<file path="src/rtl/fla_pkg.sv">
package fla_pkg;
  localparam int WORD_W   = 32;
  localparam int LINE_W   = 128;
  localparam int WPL      = LINE_W / WORD_W;
  localparam int SEL_W    = $clog2(WPL);
  localparam int OFF_W    = SEL_W + 2;
  localparam int NBUF     = 2;
  localparam int WAIT_W   = 2;

  typedef logic [WORD_W-1:0] word_t;
  typedef logic [LINE_W-1:0] line_t;
  typedef logic [SEL_W-1:0]  sel_t;
  typedef logic [WAIT_W-1:0] wait_t;
endpackage

</file>
<file path="src/rtl/fla_line_buf.sv">
module fla_line_buf
  import fla_pkg::*;
#(
  parameter int TAG_W = 16
) (
  input  logic             clk,
  input  logic             rst_n,
  input  logic             flush,
  input  logic             wr_en,
  input  logic [TAG_W-1:0] wr_tag,
  input  line_t            wr_data,
  input  sel_t             rd_sel,
  output logic             valid_o,
  output logic [TAG_W-1:0] tag_o,
  output word_t            word_o
);
  logic             valid_q, valid_d;
  logic [TAG_W-1:0] tag_q;
  line_t            data_q;

  always_comb begin
    valid_d = valid_q;
    if (flush) valid_d = 1'b0;
    if (wr_en) valid_d = 1'b1;
  end

  always_ff @(posedge clk or negedge rst_n) begin
    if (!rst_n) valid_q <= 1'b0;
    else        valid_q <= valid_d;
  end

  always_ff @(posedge clk) begin
    if (wr_en) begin
      tag_q  <= wr_tag;
      data_q <= wr_data;
    end
  end

  assign valid_o = valid_q;
  assign tag_o   = tag_q;
  assign word_o  = data_q[rd_sel*WORD_W +: WORD_W];

  // a filled line is valid on the following cycle
  assert_fill_valid_R7: assert property (@(posedge clk) disable iff (!rst_n)
    wr_en |=> valid_q);
endmodule

</file>
<file path="src/rtl/fla_array_seq.sv">
module fla_array_seq
  import fla_pkg::*;
#(
  parameter int TAG_W = 16
) (
  input  logic             clk,
  input  logic             rst_n,
  input  logic             kill,
  input  wait_t            wait_cfg,
  input  logic             start,
  input  logic [TAG_W-1:0] start_line,
  input  logic             start_tgt,
  input  logic             start_cap,
  output logic             pend_o,
  output logic [TAG_W-1:0] pend_line_o,
  output logic             act_o,
  output logic [TAG_W-1:0] line_o,
  output logic             tgt_o,
  output logic             cap_o,
  output logic             done_o
);
  logic             busy_q, busy_d;
  wait_t            cnt_q, cnt_d, cnt_cur;
  logic [TAG_W-1:0] line_q;
  logic             tgt_q, cap_q;

  assign pend_o      = busy_q & ~kill;
  assign pend_line_o = line_q;
  assign act_o       = start | pend_o;
  assign line_o      = start ? start_line : line_q;
  assign tgt_o       = start ? start_tgt  : tgt_q;
  assign cap_o       = start ? start_cap  : cap_q;
  assign cnt_cur     = start ? '0 : cnt_q;
  assign done_o      = act_o & (cnt_cur == wait_cfg);

  always_comb begin
    busy_d = act_o & ~done_o;
    cnt_d  = cnt_cur + 1'b1;
  end

  always_ff @(posedge clk or negedge rst_n) begin
    if (!rst_n) begin
      busy_q <= 1'b0;
      cnt_q  <= '0;
    end else begin
      busy_q <= busy_d;
      if (act_o) cnt_q <= cnt_d;
    end
  end

  always_ff @(posedge clk) begin
    if (act_o) begin
      line_q <= line_o;
      tgt_q  <= tgt_o;
      cap_q  <= cap_o;
    end
  end

  // an access in flight never runs past its wait-state budget
  assert_cnt_in_budget_R11: assert property (@(posedge clk) disable iff (!rst_n)
    (busy_q && !kill) |-> (cnt_q <= wait_cfg));
endmodule

</file>
<file path="src/rtl/fetch_line_accel.sv">
module fetch_line_accel
  import fla_pkg::*;
#(
  parameter int AW = 20
) (
  input  logic            clk,
  input  logic            rst_n,
  input  logic            cfg_bypass,
  input  logic [1:0]      cfg_wait,
  input  logic            cpu_req,
  input  logic [AW-1:2]   cpu_word_addr,
  output logic            cpu_ready,
  output logic [31:0]     cpu_rdata,
  output logic            mem_req,
  output logic [AW-5:0]   mem_addr,
  input  logic [127:0]    mem_rdata
);
  localparam int TAG_W = AW - OFF_W;

  logic rst_s1, rst_ni;
  always_ff @(posedge clk or negedge rst_n) begin
    if (!rst_n) begin
      rst_s1 <= 1'b0;
      rst_ni <= 1'b0;
    end else begin
      rst_s1 <= 1'b1;
      rst_ni <= rst_s1;
    end
  end

  logic  bypass_q;
  wait_t wait_q;
  logic  cfg_chg;
  always_ff @(posedge clk or negedge rst_ni) begin
    if (!rst_ni) begin
      bypass_q <= 1'b0;
      wait_q   <= '0;
    end else begin
      bypass_q <= cfg_bypass;
      wait_q   <= cfg_wait;
    end
  end
  assign cfg_chg = (cfg_bypass != bypass_q) | (cfg_wait != wait_q);

  logic [TAG_W-1:0] req_line, next_line;
  sel_t             req_sel;
  assign req_line  = cpu_word_addr[AW-1:OFF_W];
  assign req_sel   = cpu_word_addr[OFF_W-1:2];
  assign next_line = req_line + 1'b1;

  logic             pend, act, done, tgt, cap;
  logic [TAG_W-1:0] pend_line, eng_line;

  logic             b_valid [NBUF];
  logic [TAG_W-1:0] b_tag   [NBUF];
  word_t            b_word  [NBUF];
  logic [NBUF-1:0]  hit_v;

  for (genvar gi = 0; gi < NBUF; gi++) begin : g_buf
    fla_line_buf #(.TAG_W(TAG_W)) i_buf (
      .clk     (clk),
      .rst_n   (rst_ni),
      .flush   (cfg_chg),
      .wr_en   (done & cap & (tgt == gi[0])),
      .wr_tag  (eng_line),
      .wr_data (mem_rdata),
      .rd_sel  (req_sel),
      .valid_o (b_valid[gi]),
      .tag_o   (b_tag[gi]),
      .word_o  (b_word[gi])
    );
    assign hit_v[gi] = ~cfg_bypass & ~cfg_chg & b_valid[gi] & (b_tag[gi] == req_line);
  end

  logic hit, hit_idx, last_b, last_b_d;
  logic start_dem, pf_need, start, start_tgt, start_cap, fwd;
  logic [TAG_W-1:0] start_line;

  always_comb begin
    hit       = |hit_v;
    hit_idx   = hit_v[1];
    start_dem = cpu_req & ~hit & ~(pend & (pend_line == req_line));
    pf_need   = cpu_req & hit & ~pend &
                ~(b_valid[~hit_idx] & (b_tag[~hit_idx] == next_line));
    start      = start_dem | pf_need;
    start_line = start_dem ? req_line : next_line;
    start_tgt  = start_dem ? ~last_b : ~hit_idx;
    start_cap  = start_dem ? ~cfg_bypass : 1'b1;
    fwd        = cpu_req & done & (eng_line == req_line);
    cpu_ready  = cpu_req & (hit | fwd);
    cpu_rdata  = hit ? b_word[hit_idx] : mem_rdata[req_sel*WORD_W +: WORD_W];
    last_b_d   = last_b;
    if (cpu_ready) last_b_d = hit ? hit_idx : tgt;
  end

  always_ff @(posedge clk or negedge rst_ni) begin
    if (!rst_ni) last_b <= 1'b0;
    else         last_b <= last_b_d;
  end

  fla_array_seq #(.TAG_W(TAG_W)) i_seq (
    .clk         (clk),
    .rst_n       (rst_ni),
    .kill        (cfg_chg),
    .wait_cfg    (cfg_wait),
    .start       (start),
    .start_line  (start_line),
    .start_tgt   (start_tgt),
    .start_cap   (start_cap),
    .pend_o      (pend),
    .pend_line_o (pend_line),
    .act_o       (act),
    .line_o      (eng_line),
    .tgt_o       (tgt),
    .cap_o       (cap),
    .done_o      (done)
  );

  assign mem_req  = act;
  assign mem_addr = eng_line;

  // zero wait states answer every request in its own cycle
  assert_zero_wait_single_R3: assert property (@(posedge clk) disable iff (!rst_ni)
    (cpu_req && cfg_wait == 2'd0) |-> cpu_ready);
  // in bypass mode data only ever comes from an array access of that line
  assert_bypass_from_array_R9: assert property (@(posedge clk) disable iff (!rst_ni)
    (cpu_ready && cfg_bypass) |-> (mem_req && mem_addr == req_line));
  // the two buffers never duplicate a line
  assert_distinct_lines_R12: assert property (@(posedge clk) disable iff (!rst_ni)
    (b_valid[0] && b_valid[1]) |-> (b_tag[0] != b_tag[1]));
  // a multi-cycle access keeps its strobe and address the next cycle
  assert_addr_held_R11: assert property (@(posedge clk) disable iff (!rst_ni)
    (act && !done && !cfg_chg && !start_dem) |=> (mem_req && (cfg_chg || start_dem || mem_addr == $past(eng_line))));
endmodule

</file>
<file path="config.mk">
export PLATFORM = sky130hd
export DESIGN_NAME = fetch_line_accel
export DESIGN_NICKNAME = d
export VERILOG_FILES = /design/src/rtl/fla_pkg.sv /design/src/rtl/fla_line_buf.sv /design/src/rtl/fla_array_seq.sv /design/src/rtl/fetch_line_accel.sv
export SDC_FILE = /design/constraint.sdc
export NUM_CORES = 1
export LEC_CHECK = 0
export CAP_MARGIN = 30
export CORE_MARGIN = 1.5
export CORE_UTILIZATION = 55
export CTS_BUF_LIST = sky130_fd_sc_hd__clkbuf_16
export DETAILED_ROUTE_END_ITERATION = 8
export GPL_ROUTABILITY_DRIVEN = 1
export PLACE_DENSITY = 0.91
export SKIP_LAST_GASP = 1
export SLEW_MARGIN = 20
export SYNTH_ARGS = -nofsm -noshare
export SYNTH_HDL_FRONTEND = slang
export SYNTH_SLANG_ARGS = --single-unit
</file>
<file path="constraint.sdc">
create_clock -name clk -period 5.2 [get_ports clk]
set_input_delay 0.52 -clock clk [delete_from_list [all_inputs] [get_ports clk]]
set_output_delay 0.52 -clock clk [all_outputs]
set_load 0.02 [all_outputs]
</file>
==> out/qor.yml <==
outcome: "complete, no violations"
end_kind: "output port"
fmax_mhz: 195
fin_ws_ps: 60.9
rrSetupSlack_ps: 570
max_stage_delay_ps: 680
arrival_ps: 4620
via_count: 9869
grt_pass1_wl_microns: 59600
synth_ff_type: "edfxtp_1"
cts.reportedPaths.clkPinSlew_ps: 60
coreArea_sq_mm: 0.0268
synth_fp_nets: 1095
drive_above_1_share_pct: 24.5
first_global_vias: 10500
globalRouteTotalUtil_pct: 28.2
hold_path.class: "flop to async pin"
setup_viol: 0
cts_sinks: 317
fin_crit_sh_pct: 98.8
nets: 1402
worstRegToRegCells: 16
r2r_end: "g_buf[0].i_buf.data_q[59]$_DFFE_PP_"
vdd_drop_max_mv: 0.402
final_util_pct: 72.7
reg2reg_from: "g_buf[1].i_buf.tag_o[9]$_DFFE_PP_"
synth_cells: 942
syn2layout_area_growth_pct: 30.7
dpl.cell_count: 1553
dr.pass1.iters: 6
yosys.area.top_type_share_pct: 61.6
cts-root-buf: "clkbuf_16"
hpwl_microns: 27800
clk_latency_ps: 530
yosysTopAreaCell: "edfxtp_1"
io-pin-count: 202
synth_cell_types: 66
cellPowerDensity_mw_per_mm2: 300
fin_area_sq_mm: 0.0195
ant_nets: 0
grt-ovfl-total: 0
cts_max_level: 2
worst_pin_slew_ps: 812
crit_path_start_kind: "input pin"
post-place-ws_ps: -200
maxCapViolCount: 0
drc: 0
syn_area_sq_mm: 0.0149
multi_input_area_sq_mm: 0.00530
cts_hold_buf: 0
placed_area_sq_mm: 0.0183
avgRoutedWirePerCell_microns: 24.2
async_flop_share_pct: 3.47
power.leakage_nw: 6.92
initial_core_util_pct: 55.6
avgSynthCellArea_sq_um: 15.8
finalHoldViolCount: 0
die_w_microns: 168
cts_buffers: 34
port_buffers: 201
die_area_sq_mm: 0.0281
slowest_stage: "clkdlybuf4s50_1"
cts_tree: "done"
synth-seq-cells: 317
place_congestion: 1.01
skew_ps: 30.4
seqCellArea_sq_mm: 0.00946
wirelength_microns: 39100
synth_area_leaders: "edfxtp_1, mux4_2, mux2i_1"
slew_violations: 0
clock_path_buffers: 3
startpoint: "cpu_word_addr[14]"
synth-edff-count: 306
crit_fanout: 13
core.rowCount: 60
max_slew_margin_pct: 45.9
yosysSeqAreaShare_pct: 63.5
die_h_microns: 168
drt_iter0_drc: 830
ys.warnings.count: 0
rsz0062_at_grt: "yes"
period_needed_ps: 5140
nFillCells: 1611
critical_path_class: "input pin to output port"
fin_cells: 1617
grt_max_degree: 97
cp.required_ps: 4680
antenna_found_initial: 4
crit_path_cell_trace: "clkdlybuf4s50_1 > xnor2_2 > nand4_1 > or4_4 > buf_4 > or4_1 > nand4_1 > o311a_1 > o2111a_1 > a31oi_4 > buf_6 > mux2i_1 > o21ai_1 > clkdlybuf4s50_1"
avgViaCountPerCell: 6.10
cells by family after synthesis:
family / after synthesis / synth area share [%]
XOR/XNOR: 73 / 4.44
other: 1 / 0.0251
adder cells (fa/ha/maj): 1 / 0.0839
flip-flops: 317 / 63.5
buffers and inverters: 74 / 2.04
AND/OR/NAND/NOR: 204 / 6.91
multiplexers: 146 / 17.9
AO/OA/AOI/OAI: 126 / 5.15
flip-flops by register name, indices dropped and copies added (netlist names), 2 cells and up:
name and flops:
i_seq.cnt_q 2, g_buf.i_buf.data_q 256, i_seq.pend_line_o 16, wait_q 2, g_buf.i_buf.valid_o 2, g_buf.i_buf.tag_o 32
worst max-delay path, delay by kind of cell:
family | cells | cell delay [ps]
XOR/XNOR | 1 | 280
AO/OA/AOI/OAI | 4 | 860
AND/OR/NAND/NOR | 4 | 1300
buffers and inverters | 4 | 1530
multiplexers | 1 | 130
where the power goes:
group | switching (mW) | internal [mW] | total, mW
clock network | 0.977 | 1.21 | 2.18
registers | 0.0344 | 2.89 | 2.92
logic | 0.367 | 0.369 | 0.736
total | 1.38 | 4.47 | 5.84
cell type report:
class | instances | share of cell area (%)
diodes | 1 | 0.0128
clock buffers | 34 | 4.37
clock inverters | 28 | 0.899
inverters | 12 | 0.231
multi-input cells | 551 | 27.2
flip-flops and latches | 317 | 48.6
well taps | 341 | 2.19
repair buffers | 333 | 16.6
per-layer routing:
metal / global-route usage, % / up-vias / routed length [microns]
met1: 35.0 / 4971 / 14700
li1: - / 4369 / -
met5: 0 / - / 33
met4: 9.87 / 4 / 1270
met3: 6.31 / 101 / 2870
met2: 49.1 / 424 / 20200
Yosys cell counts, drive strengths merged, types with 5 or more instances:
| cell | instances |
|---|---|
| nor4 | 11 |
| buf | 26 |
| nand2b | 7 |
| or2 | 5 |
| nand2 | 37 |
| dfrtp | 11 |
| a21oi | 62 |
| clkbuf | 36 |
| nand4 | 14 |
| inv | 12 |
| mux4 | 96 |
| nor2 | 67 |
| nand3 | 26 |
| o21ai | 29 |
| xor2 | 26 |
| nor2b | 6 |
| edfxtp | 306 |
| mux2i | 48 |
| nor3 | 7 |
| xnor2 | 47 |
layout by cell type, fill, tap and decap left out, types with 34 or more instances in the layout:
cell type / instances
a21oi_1: 62
buf_4: 118
clkbuf_16: 34
clkdlybuf4s50_1: 184
edfxtp_1: 306
mux2i_1: 48
mux4_2: 96
nand2_1: 36
nor2_1: 64
xnor2_1: 37
timing repair:
action                                 CTS  global route
pin swaps                                1             0
endpoints found under the hold margin    0             0
setup endpoints to repair               16            17
resized for setup                       10            20
setup buffers                            0             0
per-stage QoR:
step / total power, mW / hold WS (ps) / setup TNS, ps
floorplan: 3.33 / 108 / -928750
global placement: 3.67 / 146 / -1750
detailed placement: 3.70 / 154 / -2080
CTS: 5.88 / 163 / 0
global route: 6.02 / 165 / -254
finish: 5.84 / 157 / 0
how the worst max path moves through the flow:
stage	endpoint	slack (ps)	cells after the start
floorplan	g_buf[0].i_buf.data_q[0]$_DFFE_PP_	-3310	15
CTS	mem_addr[12]	3	14
detailed placement	mem_addr[6]	-200	16
global placement	mem_addr[6]	-200	16
finish	mem_addr[12]	60	14
global route	mem_addr[10]	-130	15
Note: power is estimated with default switching activity, not from simulation.
